**config.mk**
```make
export PLATFORM = sky130hd
export DESIGN_NAME = stq_fwd_queue
export DESIGN_NICKNAME = d
export VERILOG_FILES = /design/src/rtl/stq_pkg.sv /design/src/rtl/stq_ptr_ctrl.sv /design/src/rtl/stq_slot_array.sv /design/src/rtl/stq_youngest_match.sv /design/src/rtl/stq_fwd_queue.sv
export SDC_FILE = /design/constraint.sdc
export NUM_CORES = 2
export LEC_CHECK = 0
export ABC_CLOCK_PERIOD_IN_PS = 11500
export BUFFER_PORTS_ARGS = -buffer_cell sky130_fd_sc_hd__buf_2
export CAP_MARGIN = 20
export CORE_MARGIN = 2
export CORE_UTILIZATION = 50
export CTS_BUF_LIST = sky130_fd_sc_hd__clkbuf_16
export CTS_CLUSTER_DIAMETER = 200
export DETAILED_ROUTE_END_ITERATION = 7
export PLACE_DENSITY = 0.67
export SLEW_MARGIN = 0
export SYNTH_ARGS = -nofsm -noshare
export SYNTH_HDL_FRONTEND = slang
export SYNTH_HIERARCHICAL = 1
export SYNTH_SLANG_ARGS = --single-unit
export TNS_END_PERCENT = 1
```
**constraint.sdc**
```tcl
create_clock -name clk -period 11.5 [get_ports clk]
set_input_delay 2.3 -clock clk [delete_from_list [all_inputs] [get_ports clk]]
set_output_delay 2.3 -clock clk [all_outputs]
set_load 0.02 [all_outputs]
```
**src/rtl/stq_pkg.sv**
```systemverilog
// Shared types for the store queue.
// Assumes nothing beyond IEEE 1800-2017 packed structs.
package stq_pkg;

    // Operations the pointer control accepted in the current cycle.
    typedef struct packed {
        logic flush;   // cut the tail back to the commit boundary
        logic push;    // append one store at the tail
        logic retire;  // move the commit boundary forward by one
        logic pop;     // hand the head entry to memory
    } stq_ops_t;

endpackage

```
**src/rtl/stq_ptr_ctrl.sv**
```systemverilog
// Pointer control: keeps head, commit boundary and tail as wrap-extended
// counters and decides which requested operations are accepted.
// Assumes DEPTH is a power of two and PW = log2(DEPTH)+1, so the extra bit
// tells full from empty. Invariant kept: head <= boundary <= tail in
// circular distance from the head.
module stq_ptr_ctrl
    import stq_pkg::*;
#(
    parameter int DEPTH = 8,
    parameter int PW    = 4
) (
    input  logic          clk,
    input  logic          rst_n,
    input  logic          enq_valid,
    input  logic          retire_valid,
    input  logic          flush,
    input  logic          mem_ready,
    output logic [PW-1:0] head_q,
    output logic [PW-1:0] ret_q,
    output logic [PW-1:0] tail_q,
    output logic [PW-1:0] count,
    output logic          full,
    output stq_ops_t      ops
);

    localparam logic [PW-1:0] CAP = PW'(DEPTH);

    // Decode occupancy and accepted operations; flush takes priority.
    always_comb begin
        count      = tail_q - head_q;
        full       = (count == CAP);
        ops.flush  = flush;
        ops.push   = enq_valid && !full && !flush;
        ops.retire = retire_valid && (ret_q != tail_q) && !flush;
        ops.pop    = (ret_q != head_q) && mem_ready;
    end

    // Advance the three pointers on accepted operations.
    always_ff @(posedge clk) begin
        if (!rst_n) begin
            head_q <= '0;
            ret_q  <= '0;
            tail_q <= '0;
        end else begin
            head_q <= head_q + PW'(ops.pop);
            ret_q  <= ret_q + PW'(ops.retire);
            tail_q <= ops.flush ? ret_q : tail_q + PW'(ops.push);
        end
    end

endmodule

```
**src/rtl/stq_slot_array.sv**
```systemverilog
// Slot storage: DEPTH address/data registers, one written per cycle.
// All slots are exposed in parallel for the associative search.
// Assumes the write index is already a slot index (pointer without wrap bit).
module stq_slot_array #(
    parameter int DEPTH = 8,
    parameter int IW    = 3,
    parameter int AW    = 16,
    parameter int DW    = 32
) (
    input  logic                       clk,
    input  logic                       rst_n,
    input  logic                       wr_en,
    input  logic [IW-1:0]              wr_idx,
    input  logic [AW-1:0]              wr_addr,
    input  logic [DW-1:0]              wr_data,
    output logic [DEPTH-1:0][AW-1:0]   slot_addr,
    output logic [DEPTH-1:0][DW-1:0]   slot_data
);

    for (genvar i = 0; i < DEPTH; i++) begin : g_slot
        // Capture the enqueued store into slot i when it is the tail slot.
        always_ff @(posedge clk) begin
            if (!rst_n) begin
                slot_addr[i] <= '0;
                slot_data[i] <= '0;
            end else if (wr_en && (wr_idx == IW'(i))) begin
                slot_addr[i] <= wr_addr;
                slot_data[i] <= wr_data;
            end
        end
    end

endmodule

```
**src/rtl/stq_youngest_match.sv**
```systemverilog
// Associative search: walks the held entries from the head toward the
// tail in circular order and keeps the last match, i.e. the youngest.
// Assumes count <= DEPTH. Output data is zero on a miss.
module stq_youngest_match #(
    parameter int DEPTH = 8,
    parameter int IW    = 3,
    parameter int PW    = 4,
    parameter int AW    = 16,
    parameter int DW    = 32
) (
    input  logic [IW-1:0]            head_idx,
    input  logic [PW-1:0]            count,
    input  logic [DEPTH-1:0][AW-1:0] slot_addr,
    input  logic [DEPTH-1:0][DW-1:0] slot_data,
    input  logic [AW-1:0]            query,
    output logic                     hit,
    output logic [DW-1:0]            data
);

    // Scan by age so later (younger) matches override earlier ones.
    always_comb begin
        hit  = 1'b0;
        data = '0;
        for (int k = 0; k < DEPTH; k++) begin
            if ((PW'(k) < count) &&
                (slot_addr[head_idx + IW'(k)] == query)) begin
                hit  = 1'b1;
                data = slot_data[head_idx + IW'(k)];
            end
        end
    end

endmodule

```
**src/rtl/stq_fwd_queue.sv**
```systemverilog
// Store queue top: program-ordered store buffer with youngest-match load
// forwarding, a commit boundary, in-order drain of committed stores and a
// flush of speculative stores back to the boundary.
// Assumes DEPTH is a power of two, at least 2. Lookup is combinational.
module stq_fwd_queue
    import stq_pkg::*;
#(
    parameter int DEPTH = 8,
    parameter int AW    = 16,
    parameter int DW    = 32
) (
    input  logic          clk,
    input  logic          rst_n,
    input  logic          enq_valid,
    input  logic [AW-1:0] enq_addr,
    input  logic [DW-1:0] enq_data,
    output logic          enq_ready,
    input  logic [AW-1:0] ld_addr,
    output logic          ld_hit,
    output logic [DW-1:0] ld_data,
    input  logic          retire_valid,
    input  logic          flush,
    output logic          mem_valid,
    input  logic          mem_ready,
    output logic [AW-1:0] mem_addr,
    output logic [DW-1:0] mem_data
);

    localparam int IW = $clog2(DEPTH);
    localparam int PW = IW + 1;

    logic [PW-1:0]            head_q, ret_q, tail_q, count;
    logic                     full;
    stq_ops_t                 ops;
    logic [DEPTH-1:0][AW-1:0] slot_addr;
    logic [DEPTH-1:0][DW-1:0] slot_data;

    stq_ptr_ctrl #(.DEPTH(DEPTH), .PW(PW)) u_ctrl (
        .clk          (clk),
        .rst_n        (rst_n),
        .enq_valid    (enq_valid),
        .retire_valid (retire_valid),
        .flush        (flush),
        .mem_ready    (mem_ready),
        .head_q       (head_q),
        .ret_q        (ret_q),
        .tail_q       (tail_q),
        .count        (count),
        .full         (full),
        .ops          (ops)
    );

    stq_slot_array #(.DEPTH(DEPTH), .IW(IW), .AW(AW), .DW(DW)) u_slots (
        .clk       (clk),
        .rst_n     (rst_n),
        .wr_en     (ops.push),
        .wr_idx    (tail_q[IW-1:0]),
        .wr_addr   (enq_addr),
        .wr_data   (enq_data),
        .slot_addr (slot_addr),
        .slot_data (slot_data)
    );

    stq_youngest_match #(.DEPTH(DEPTH), .IW(IW), .PW(PW), .AW(AW), .DW(DW)) u_match (
        .head_idx  (head_q[IW-1:0]),
        .count     (count),
        .slot_addr (slot_addr),
        .slot_data (slot_data),
        .query     (ld_addr),
        .hit       (ld_hit),
        .data      (ld_data)
    );

    // Edge outputs: free-slot flag and the head entry offered for drain.
    always_comb begin
        enq_ready = !full;
        mem_valid = (ret_q != head_q);
        mem_addr  = slot_addr[head_q[IW-1:0]];
        mem_data  = slot_data[head_q[IW-1:0]];
    end

endmodule

```
# Yosys cells after proc, flatten, opt, wreduce, memory -nomap -nowiden
# Index checks and enable logic that the tools add are counted.
# Widths: inputs -> output; s select.
totals:
  in_bits: 70
  reg_bits: 396
  out_inout_bits: 83
  word_cells: 137
op_classes:
  n_eq_ne: 18
  magnitude_cmp: 16
  add_sub_neg: 11
  n_reduce_logical: 24
  mux: 49
ops:
  columns: ["cell", "count"]
  rows:
  - ["$bmux 32 s3", 8]
  - ["$mux 32", 16]
  - ["$bmux 16 s3", 8]
  - ["$eq 16x16->1", 8]
  - ["$mux 16", 8]
  - ["$lt 3x4->1 const B", 8]
  - ["$logic_and 1x1->1", 21]
  - ["$lt 3x4->1 const A", 4]
  - ["$add 3x3->3 const B", 4]
  - ["$add 4x1->4", 3]
  - ["$eq 3x3->1 const B", 4]
  - ["$lt 1x4->1 const A", 2]
  - ["$lt 2x4->1 const A", 2]
  - ["$mux 1", 8]
  - ["$ne 4x4->1", 2]
  - ["$add 3x2->3 const B", 2]
  - ["$eq 3x2->1 const B", 2]
  - ["$eq 4x4->1 const B", 1]
  - ["$mux 4", 1]
  - ["$sub 4x4->4", 1]
  - ["$add 3x1->3 const B", 1]
  - ["$eq 3x1->1 const B", 1]
  - ["$logic_not 3->1", 1]
  - ["$logic_not 1->1", 2]

# Longest topological paths before layout
depth:
  depth_word: 12
  depth_mapped: 21
  mapped_depth_nobuf: 14

# Modules after synthesis
# The synthesis kept the hierarchy.
modules_own_cells:
  columns: ["module", "seq_area_each_um2", "cells_each", "n_inst", "area_per_inst_um2"]
  rows:
  - ["stq_youngest_match", 0.0, 1859, 1, 17304.1]
  - ["stq_slot_array", 7687.4, 1303, 1, 13775.7]
  - ["stq_fwd_queue", 0.0, 177, 1, 3016.6]
  - ["stq_ptr_ctrl", 240.2, 80, 1, 767.0]

# Least setup slack after synthesis
# No wires, ideal clock.
synth_timing:
  kind: "input to output"
  start: "input port ld_addr[14]"
  end: "output port ld_data[0]"
  required_time_ns: 9.200
  t_arrival_ns: 4.974
  n_path_buf: 2
  stages: 11
  setup_slack_ns: 4.226
  path_cell_list: "buf_1 > inv_1 > a221oi_1 > a22oi_1 > a22o_1 > nor4_4 > buf_6 > nor2_1 > o221ai_1 > a21oi_1 > o311ai_0"
synth_via:
  elab_chain_len: 10
  word_cells_on_any_way: 24
  classes_between: "eq/ne: 8; mux: 8; reduce/logical: 8"
synth_rtl:
  columns: ["element", "line", "source"]
  rows:
  - ["start: declaration", "stq_fwd_queue.sv:18", "input logic [AW-1:0] ld_addr,"]
  - ["$eq 16x16->1", "stq_youngest_match.sv:26", "(slot_addr[head_idx + IW'(k)] == query)) begin"]
  - ["$logic_and 1x1->1", "stq_youngest_match.sv:25", "if ((PW'(k) < count) &&"]
  - ["$mux 32 (7 in series)", "stq_youngest_match.sv:25", null]
  - ["$mux 32 *", "stq_youngest_match.sv:25", null]
  - ["end: declaration", "stq_fwd_queue.sv:20", "output logic [DW-1:0] ld_data,"]
# Mark *: on every way between the ends. The rest lies on a longest branch, timed or not.

# Worst setup path in the final report
layout_timing:
  start: "register u_ctrl.head_q[1]"
  end: "output port ld_data[31]"
layout_via:
  elab_chain_len: 12
  word_cells_on_any_way: 72
  classes_between: "add/sub: 8; order compare: 8; eq/ne: 8; mux: 40; reduce/logical: 8"
layout_rtl:
  columns: ["element", "line", "source"]
  rows:
  - ["start: declaration", "stq_ptr_ctrl.sv:18", "output logic [PW-1:0] head_q,"]
  - ["start signal: assignment", "stq_ptr_ctrl.sv:45", "head_q <= head_q + PW'(ops.pop);"]
  - ["$add 3x1->3 or $bmux 16 s3 (tied branches)", "stq_youngest_match.sv:26, stq_youngest_match.sv:28", null]
  - ["$bmux 16 s3 or $mux 16 (tied branches)", "stq_youngest_match.sv:26", null]
  - ["$mux 16 (not written as such) or $eq 16x16->1 (tied branches)", "stq_youngest_match.sv:26", null]
  - ["$eq 16x16->1 or $logic_and 1x1->1 (tied branches)", "stq_youngest_match.sv:26, stq_youngest_match.sv:25", null]
  - ["$logic_and 1x1->1 or $mux 32 (tied branches)", "stq_youngest_match.sv:25", null]
  - ["$mux 32 (6 in series)", "stq_youngest_match.sv:25", null]
  - ["$mux 32 *", "stq_youngest_match.sv:25", null]
# Mark *: on every way between the ends. The rest lies on a longest branch, timed or not. The select of a mux whose other input is x is not followed.

==> run summary <==
The worst slew margin relative to its limit was 18.60%. Cell with the largest stage delay on the worst path: buf_4. TritonCTS built the clock tree. Gates resized during post-CTS repair numbered 0. The final global-route overflow total came out at 0. The largest voltage drop on the vdd net came out at 129.4 uV. Fill cells in the final layout number 5948. The slew at the pin with the worst max-slew slack was 1.221 ns. The tools report the startpoint of the lowest-slack hold path as u_slots/slot_data[234].

Traced cell by cell, the critical path runs through inv_1 > ha_4 > buf_4 > mux4_2 > nand2_1 > o211ai_1 > nand3_1 > a211oi_2 > nand3b_2 > buf_4 > nand3b_1 > buf_4 > o221ai_1 > a21oi_1 > o311ai_0 > buf_2. STA classifies the critical path startpoint as a flop. The die boundary height is 268.0 um. The run gives 5 as the number of antenna violations at the first check in global routing. The power share of the sequential group came out at 40.4%. The endpoint identified for the worst register-to-register timing path is u_slots/slot_addr[11]. Entering global routing, the biggest net connects 161 pins.

The path depth of the worst reg2reg path was 10; the count of nets after finishing was 3412. The register-to-register path setup slack is 5.39 ns. The post-CTS clock slew at the launch and capture registers of the worst setup and hold paths is 0.06 ns. The die covers 0.07184 mm^2. Before antenna repair, the detailed router went through 7 iterations.

Across the run, the number of max-cap violations was 0. Across every metal layer, demand over resource in global routing totals 29.23%. The internal power of the cells totals 2.488 mW. The logs give 0 for the number of buffers inserted for hold repair after clock tree synthesis and 1.022 mW for the power dissipated by switching net loads. The floorplan has 96 rows. The run gives 0.02569 ns as the post-route clock skew. The run gives 13.92 nW as the reported leakage power. The initial DRC count came out at 2995. Once placement finished, the instance area stood at 0.03569 mm^2. In this run switching power makes up 29.13% of total power.

The critical-path maximum fanout is 63. For the sequential cell area, the log shows 0.007939 mm^2. The port buffer count was 152.

The clock network fraction of total power came out at 42.3%. The count of nets left with antenna violations after detail routing is 0. The chip width was 268.0 um; the delay of the slowest cell on the worst path was 0.91 ns.

Max-slew violation total from the final report: 0. By instance count, the cell type seen most on the critical path is buf_4. The launch point of the worst reg-to-reg path was u_ctrl/head_q[0].

Hold violation count in the final report: 0. The flow ran to the end, and the final reports show no timing, DRC or antenna violations. Number of cells produced by synthesis: 3418.

The wire length per cell was 24.55 um; the detailed-route vias per instance was 6.701. The post-route standard cell area excluding fillers was 0.03725 mm^2; the proportion of layout cells with a drive suffix above 1 was 24.84%. For hold timing, the worst endpoint is u_slots/slot_data[234]. The first global-routing pass estimated 164.2 mm of wire. The HPWL after detailed placement was 64.99 mm; the total of warnings raised by yosys was 6. Compared with the post-synthesis result, the final layout area differs by 6.863%.

Post-CTS timing repair inserted 0 buffers for setup. Summing all multi-input logic gate instances after layout gives 0.02534 mm^2. The final critical path takes up 81.03% of the cycle. Static timing analysis puts the maximum clock frequency at 0.1073 GHz. The synthesized netlist occupies a cell area of 0.03486 mm^2. Clock tree synthesis inserted a total of 48 buffers. The synthesized area per cell was 10.20 um^2; the combinational share of power was 17.3%.

Startpoint of the most critical setup path: u_ctrl/head_q[1]. The congestion estimate from routability-driven global placement came to 0.9831. The logs give 7.02 ns for the data arrival time of the critical path and 2 for the count of H-tree levels built during CTS. The total power per unit cell area came out at 94.24 mW/mm^2. The kind of end point of the critical path is an output port. The class of the tightest hold or removal check was reg2reg.

The tools report the initial standard-cell utilization of the core as 50.64%. For the final routed database, the setup TNS stands at 0 ns. The setup path with the least slack is of type reg2out. At the end of the flow the core is filled with cells to 54.12%.

In this run the clock root is driven by a clkbuf_16. In the post-route analysis, the smallest setup slack over all paths is 2.181 ns. The I/O pin count was 153. Summed over all layers, the routed wires come to 105.7 mm. For this block, the via count after detailed routing is 28840. The worst hold path depth works out to 2.

Setup repair after global routing left no endpoint under its margin. Sum of buffers and inverters on the critical path: 5. Number of global-route vias before repair: 27140. The logs give 0.06883 mm^2 for the total core area and 0.62 ns for the later-pin clock latency in the skew report.

Shortest clock period the worst path allows after layout: 9.319 ns. The tree built by TritonCTS fans out to 396 sinks. For the DRC violations left, the log shows 0. No sink is reached through more buffers than the 3 on the longest clock path.

For the worst setup path, the data required time is 9.20 ns. Broken down by cell family, the worst path's largest delay share belongs to buffers and inverters. The worst slack at placement came out at 2.939 ns. Setup violations remaining at the end of the flow were counted as 0. Counting every net in the synthesized netlist gives 3500.
[worst min-delay path: cells and delay by family, from the launching register on]
family / cells / cell delay, ns
mux: 1 / 0.06
flops: 1 / 0.35
simple gates: 1 / 0.07
[sequential cells by signal, summed over array words and instances (netlist names)]
register / count
u_slots/slot_addr: 128
u_ctrl/head_q: 4
u_ctrl/tail_q: 4
u_slots/slot_data: 256
u_ctrl/ret_q: 4
[stage by stage]
step	hold slack, ns	std cells	power, mW
after CTS	0.5137	4299	3.528
after floorplan	0.4706	3418	1.929
after global placement	0.4943	4210	2.048
final	0.5180	4304	3.510
after global routing	0.5377	4304	3.633
after detailed placement	0.5019	4210	2.052
[routing by layer]
layer,share of wire [%],global-route usage [%],up-vias
met5,0.0066,0,-
met4,3.4,10.75,2
met3,9.1,4.618,230
met2,47,46.06,1452
met1,41,40.82,14520
li1,-,-,12630
[power groups by stage]
| stage | Clock, mW | Sequential, mW | Combinational, mW |
|---|---|---|---|
| 6_report | 1.48 | 1.42 | 0.608 |
| 5_1_grt | 1.56 | 1.42 | 0.651 |
| 4_1_cts | 1.50 | 1.42 | 0.607 |
| 3_5_place_dp | 0 | 1.45 | 0.604 |
| 3_3_place_gp | 0 | 1.45 | 0.601 |
| 2_1_floorplan | 0 | 1.43 | 0.497 |
[cell type report]
class / count / share of cell area (%)
Clock buffer: 49 / 3.292
Sequential cell: 396 / 21.31
Multi-Input combinational cell: 2666 / 68.03
Tap cell: 931 / 3.127
Clock inverter: 40 / 0.8028
Timing Repair Buffer: 204 / 3.272
Antenna cell: 4 / 0.02687
Inverter: 14 / 0.1411
[cells in the final DEF (no fill, tap or decap), types with 48 or more instances in the layout]
| cell | n |
|---|---|
| a21oi_1 | 76 |
| buf_2 | 151 |
| buf_4 | 48 |
| clkbuf_16 | 49 |
| dfxtp_1 | 393 |
| mux2i_1 | 514 |
| mux4_2 | 482 |
| nand2_1 | 912 |
| o21ai_0 | 49 |
| xnor2_1 | 114 |
[how the worst max path moves through the flow]
stage	end	slack, ns	cells after the start
final	ld_data[31]	2.18	16
after global placement	ld_data[31]	2.99	16
after global routing	ld_data[31]	1.90	16
after floorplan	ld_data[0]	4.23	11
after CTS	ld_data[31]	2.30	16
after detailed placement	ld_data[31]	2.94	16
Note: power is estimated with default switching activity, not from simulation.
